$ cat src/rtl/vsel_pkg.sv
// Package: vsel_pkg
// Shared constants for the victim selector: pseudo-random generator
// width, seed and feedback mask. Assumes a power-of-two way count elsewhere.
package vsel_pkg;
    localparam int          LFSR_W    = 16;
    // x^16 + x^14 + x^13 + x^11 + 1, right-shifting Galois form
    localparam logic [15:0] LFSR_TAPS = 16'hB400;
    localparam logic [15:0] LFSR_SEED = 16'hACE1;

    typedef enum logic {
        POL_RANDOM = 1'b0,
        POL_ROTATE = 1'b1
    } policy_e;
endpackage

$ cat src/rtl/vsel_lfsr.sv
// Module: vsel_lfsr
// Free-running Galois LFSR that steps on every clock outside reset.
// Assumes TAPS describes a maximal-length polynomial and SEED is nonzero.
module vsel_lfsr #(
    parameter int               WIDTH = 16,
    parameter logic [WIDTH-1:0] TAPS  = 16'hB400,
    parameter logic [WIDTH-1:0] SEED  = 16'hACE1
) (
    input  logic             clk,
    input  logic             rst_n,
    output logic [WIDTH-1:0] state
);
    logic [WIDTH-1:0] next_state;

    // Next state: shift right, fold in taps when the outgoing bit is 1
    always_comb begin
        next_state = state >> 1;
        if (state[0]) begin
            next_state = next_state ^ TAPS;
        end
    end

    // State register, loaded with the seed on reset
    always_ff @(posedge clk) begin
        if (!rst_n) begin
            state <= SEED;
        end else begin
            state <= next_state;
        end
    end
endmodule

$ cat src/rtl/vsel_rr_counter.sv
// Module: vsel_rr_counter
// Rotating way counter. Steps by one, modulo the number of ways, only
// when advance is high. Assumes the way count is a power of two.
module vsel_rr_counter #(
    parameter int WAY_W = 2
) (
    input  logic             clk,
    input  logic             rst_n,
    input  logic             advance,
    output logic [WAY_W-1:0] count
);
    // Counter register; natural wrap gives modulo-ways behaviour
    always_ff @(posedge clk) begin
        if (!rst_n) begin
            count <= '0;
        end else if (advance) begin
            count <= count + 1'b1;
        end
    end
endmodule

$ cat src/rtl/vsel_lock_merge.sv
// Module: vsel_lock_merge
// Combinational lockdown override. The top bit of the lockdown word
// forces the way. Otherwise the low way bits act as an OR floor on the
// policy candidate. Assumes LOCK_W > WAY_W.
module vsel_lock_merge #(
    parameter int WAY_W  = 2,
    parameter int LOCK_W = 32
) (
    input  logic [WAY_W-1:0]  candidate,
    input  logic [LOCK_W-1:0] lock_word,
    output logic [WAY_W-1:0]  victim
);
    localparam int LOAD_BIT = LOCK_W - 1;

    logic [WAY_W-1:0] lock_way;
    logic             load_flag;
    logic             lock_any;

    assign lock_way  = lock_word[WAY_W-1:0];
    assign load_flag = lock_word[LOAD_BIT];
    assign lock_any  = |lock_word;

    // Pick forced way, floored candidate, or plain candidate
    always_comb begin
        if (load_flag) begin
            victim = lock_way;
        end else if (lock_any) begin
            victim = candidate | lock_way;
        end else begin
            victim = candidate;
        end
    end
endmodule

$ cat src/rtl/vsel_victim_select.sv
// Module: vsel_victim_select
// Victim way selector for a set-associative cache. It chooses a way for
// each read miss by rotating or pseudo-random policy, applies the lockdown
// override and registers the allocate or bypass decision with the flat line
// index. Assumes WAYS, LINE_BYTES and SETS are powers of two and that
// miss_req is high for one cycle per miss.
module vsel_victim_select
    import vsel_pkg::*;
#(
    parameter int  ADDR_W     = 32,
    parameter int  WAYS       = 4,
    parameter int  LINE_BYTES = 32,
    parameter int  SETS       = 8,
    parameter int  LOCK_W     = 32,
    localparam int WAY_W      = $clog2(WAYS),
    localparam int SET_W      = $clog2(SETS),
    localparam int LINE_W     = SET_W + WAY_W
) (
    input  logic              clk,
    input  logic              rst_n,
    input  logic              miss_req,
    input  logic [ADDR_W-1:0] miss_addr,
    input  logic              rr_mode,
    input  logic [LOCK_W-1:0] lock_reg,
    input  logic              fill_dis,
    output logic              alloc_vld,
    output logic [WAY_W-1:0]  alloc_way,
    output logic [LINE_W-1:0] alloc_line,
    output logic              bypass_vld
);
    localparam int OFFSET_W = $clog2(LINE_BYTES);
    localparam int SET_LSB  = OFFSET_W;
    localparam int SET_MSB  = OFFSET_W + SET_W - 1;

    logic [LFSR_W-1:0] rand_state;
    logic [WAY_W-1:0]  rr_count;
    logic [WAY_W-1:0]  candidate;
    logic [WAY_W-1:0]  victim;
    logic [SET_W-1:0]  set_idx;
    logic              do_alloc;
    logic              do_bypass;
    policy_e           policy;
    logic              unused_addr_bits;
    logic              unused_rand_bits;

    vsel_lfsr #(
        .WIDTH (LFSR_W),
        .TAPS  (LFSR_TAPS),
        .SEED  (LFSR_SEED)
    ) rand_i (
        .clk   (clk),
        .rst_n (rst_n),
        .state (rand_state)
    );

    vsel_rr_counter #(
        .WAY_W (WAY_W)
    ) rr_i (
        .clk     (clk),
        .rst_n   (rst_n),
        .advance (do_alloc && (policy == POL_ROTATE)),
        .count   (rr_count)
    );

    vsel_lock_merge #(
        .WAY_W  (WAY_W),
        .LOCK_W (LOCK_W)
    ) lock_i (
        .candidate (candidate),
        .lock_word (lock_reg),
        .victim    (victim)
    );

    assign policy    = rr_mode ? POL_ROTATE : POL_RANDOM;
    assign do_alloc  = miss_req && !fill_dis;
    assign do_bypass = miss_req && fill_dis;
    assign set_idx   = miss_addr[SET_MSB:SET_LSB];

    assign unused_addr_bits = ^{miss_addr[ADDR_W-1:SET_MSB+1], miss_addr[SET_LSB-1:0]};
    assign unused_rand_bits = ^rand_state[LFSR_W-1:WAY_W];

    // Policy candidate: rotating count or low bits of the random state
    always_comb begin
        case (policy)
            POL_ROTATE: candidate = rr_count;
            default:    candidate = rand_state[WAY_W-1:0];
        endcase
    end

    // Strobe registers: one-cycle allocate or bypass pulse per miss
    always_ff @(posedge clk) begin
        if (!rst_n) begin
            alloc_vld  <= 1'b0;
            bypass_vld <= 1'b0;
        end else begin
            alloc_vld  <= do_alloc;
            bypass_vld <= do_bypass;
        end
    end

    // Result registers: updated only when a line is allocated
    always_ff @(posedge clk) begin
        if (!rst_n) begin
            alloc_way  <= '0;
            alloc_line <= '0;
        end else if (do_alloc) begin
            alloc_way  <= victim;
            alloc_line <= {set_idx, victim};
        end
    end
endmodule

$ cat config.mk
export PLATFORM = sky130hd
export DESIGN_NAME = vsel_victim_select
export DESIGN_NICKNAME = d
export VERILOG_FILES = /design/src/rtl/vsel_pkg.sv /design/src/rtl/vsel_lfsr.sv /design/src/rtl/vsel_rr_counter.sv /design/src/rtl/vsel_lock_merge.sv /design/src/rtl/vsel_victim_select.sv
export SDC_FILE = /design/constraint.sdc
export NUM_CORES = 1
export LEC_CHECK = 0
export CAP_MARGIN = 15
export CORE_MARGIN = 2
export CORE_UTILIZATION = 28
export CTS_BUF_LIST = sky130_fd_sc_hd__clkbuf_8
export DETAILED_ROUTE_END_ITERATION = 10
export PLACE_DENSITY = 0.78
export SLEW_MARGIN = 15
export SYNTH_ARGS = -nofsm -noshare
export SYNTH_HDL_FRONTEND = slang
export SYNTH_SLANG_ARGS = --single-unit
$ cat constraint.sdc
create_clock -name clk -period 1.01 [get_ports clk]
set_clock_uncertainty 0.1 [all_clocks]
set_input_delay 0.202 -clock clk [delete_from_list [all_inputs] [get_ports clk]]
set_output_delay 0.202 -clock clk [all_outputs]
set_load 0.1 [all_outputs]
==> metrics.md <==
| Metric | Value |
|---|---|
| Status | finished, violations left |
| Failing checks | DRC, setup timing |
| Overall global routing resource usage | 9.46% |
| # rows | 19 |
| Seq. cell area | 526 sq um |
| Die height | around 59 um |
| Largest net degree at the start of global routing | 26 |
| Seq cells post-synth | 25 |
| Fmax | between 800 and 900 MHz |
| Antenna Cells | 0 |
| NumNets Final | roughly 170 |
| Syn Area/Cell | ~11 sq um |
| CTS Sinks | 25 |
| Largest fanout on the critical path | 3 |
| Post-synth cell types | 21 |
| Worst slew margin | between 80% and 90% |
| Ys async rst share | 0% |
| Root Buffer | clkbuf_8 |
| Max-slew violation count | 0 |
| Clock insertion delay at the later pin of the skew report | between 0.2 and 0.3 ns |
| Final min period | 1.14 ns |
| Syn. warnings | 0 |
| Worst setup margin | -0.126 ns |
| Remaining Overflow, GRT | 0 |
| Most common cell in the synthesized netlist | dfxtp_1 |
| Placed cell area | 1170 sq um |
| Ys flop type | dfxtp_1 |
| Critical path's largest stage delay | between 0.3 and 0.4 ns |
| Final TNS setup | -0.909 ns |
| Worst-Margin Slew | 0.159 ns |
| Vias in the first global route | 540 |
| Syn-to-layout area delta | 49.2% |
| # fillers | ~280 |
| Crit path required time | 0.71 ns |
| Post-synth top cells | 25 x dfxtp_1, 10 x and2_1, 6 x nand2b_1 |
| Footprint of the multi-input gates | between 300 and 400 sq um |
| Pwr dens | ~1600 nW/um^2 |
| DR DRC count | 1 |
| Starting Density | between 20% and 30% |
| CTS Hold Bufs | 0 |
| CTS tree | yes |
| GP Congestion | about 0.76 |
| # Max-Cap Violations | 0 |
| Setup Crit Path Kind | flop to output pin |
| # port buffers | 19 |
| EDFF count, synth | 0 |
| Synthesized area | around 840 sq um |
| Die Area | 3440 sq um |
| Hold WC Path Type | input port to flop |
| Dominant cell type by area after synthesis | dfxtp_1 |
| DR iter-0 viols | 17 |
| Layout cell share with drive strength beyond 1 | approximately 35% |
| Min Hold Slack | between 0.2 and 0.3 ns |
| Sequential area share after synthesis | between 50% and 60% |
| Post-route cell area | about 1200 sq um |
| Final Power | between 2 and 2.5 mW |
| Post-route insts no fill | between 100 and 150 |
| Worst VDD drop | 993 uV |
| Part of the cycle the worst path needs | 113% |
| Synth area leaders | dfxtp_1 60%, and2_1 7.5%, nand2b_1 4.5% |
| Longest Clk Path Bufs | 2 |
| I/O Pins | between 70 and 80 |
| Clock transition at path regs | about 0.08 ns |
| CP top delay family | flip-flops |
| Cells after Synth | 73 |
| Final wirelength | approximately 1500 um |
| Crit path buffers/inverters | 1 |
| LEAKAGE | between 0.5 and 0.6 nW |
| DP Cell Count | 120 |
| Initial antenna violation count | 0 |
| CP startpoint kind | flop |
| RSZ-0062 raised after global routing | yes |
| Final setup fails | 9 |
| First-pass GRT wire length | around 2400 um |
| H-Tree Depth | 1 |
| Antenna Nets Post-Route | 0 |
| DP HPWL | ~1100 um |
| Worst path slowest cell | dfxtp_4 |
| Final Hold Vio Count | 0 |
| Worst path cell trace | buf_12 |
| Worst setup EP type | output pin |
| First-pass iteration count of the detailed router | 7 |
| Vias post-DR | roughly 550 |
| Syn Nets | about 140 |
| Num CTS Buffers | 3 |
| Share of the synthesized area in the top cell type | roughly 60% |
| Wire per inst | between 10 and 15 um |
| Die W | just under 60 um |
| Core Area | 2810 sq um |
| Arr. time, crit path | a little over 0.8 ns |
| Detail-routed via count per cell | ~4.3 |
cell type report:
class / instances / area share (%)
repair buffers: 24 / 26.5
flip-flops and latches: 25 / 42.1
well taps: 31 / 3.11
multi-input cells: 42 / 24.4
clock inverters: 1 / 0.301
inverters: 1 / 0.301
clock buffers: 3 / 3.31
worst paths after layout:
kind / startpoint / to / slack, ns / cells after the start
min reg2reg: rand_i.state[6]$_SDFF_PN1_ / rand_i.state[5]$_SDFF_PN1_ / 0.31 / 1
max reg2reg: rand_i.state[1]$_SDFF_PN0_ / alloc_line[1]$_SDFFE_PN0P_ / 0.01 / 3
min: miss_req / bypass_vld$_SDFF_PN0_ / 0.29 / 2
max: alloc_line[1]$_SDFFE_PN0P_ / alloc_way[1] / -0.13 / 1
cells by family (layout without fill, tap and decap cells):
kind of cell           count (synthesis)  count (layout)  share of synthesized area (%)
AO/OA/AOI/OAI                          6               6                           3.59
XOR/XNOR                               5               5                           5.23
buffers and inverters                  6              29                           4.63
flip-flops                            25              25                           59.8
multiplexers                           5               5                           6.28
AND/OR/NAND/NOR                       26              26                           20.5
layer usage:
metal  vias up  GRT usage, %  wire (um)
met5         -             0          0
met4         0          2.92         17
met3         2          5.27         86
met2         8          15.9        787
met1       262          10.2        591
li1        276             -          -
registers in the layout (all words and copies together), names as in the netlist:
signal        flops
rand_i.state     16
alloc_way         1
alloc_line        4
bypass_vld        1
rr_i.count        2
alloc_vld         1
metrics by stage:
step	util (%)	setup slack (ns)
6_report	44.5	-0.126
5_1_grt	44.5	-0.156
4_1_cts	43.8	-0.133
3_5_place_dp	41.7	-0.550
3_3_place_gp	41.7	-0.507
2_1_floorplan	-	-0.158
what timing repair did:
item                       4_1_cts  5_1_grt
pin swaps                        1        3
setup endpoints to repair       17       13
setup buffers                    1        2
resized for setup                7        2
worst register-to-register path, delay by kind of cell, from the launching register on:
family         cells  cell delay, ns
multiplexers       1            0.27
AO/OA/AOI/OAI      2            0.19
flip-flops         1            0.33
placed cells by master, fill, tap and decap left out, types with 2 or more instances in the layout:
cell,Yosys,layout
nand2b_1,6,6
mux2_2,2,2
xnor2_1,4,4
nand2_1,2,2
inv_1,1,2
dlygate4sd2_1,0,3
nor2b_1,3,3
clkbuf_8,0,3
buf_4,2,3
dfxtp_1,25,15
a21oi_1,4,2
a21oi_2,0,2
clkdlybuf4s50_1,0,7
o21ai_0,2,2
and2_1,10,10
buf_12,0,10
dfxtp_4,0,5
mux2i_1,3,3
dfxtp_2,0,5
where the power goes:
group / leakage (nW) / total, mW / internal, mW / switching [mW]
logic: 0.268 / 0.390 / 0.177 / 0.213
clock network: 0.0269 / 0.569 / 0.272 / 0.297
registers: 0.212 / 1.08 / 1.04 / 0.0325
total: 0.507 / 2.03 / 1.49 / 0.543
Power figures use the tool's default switching activity.
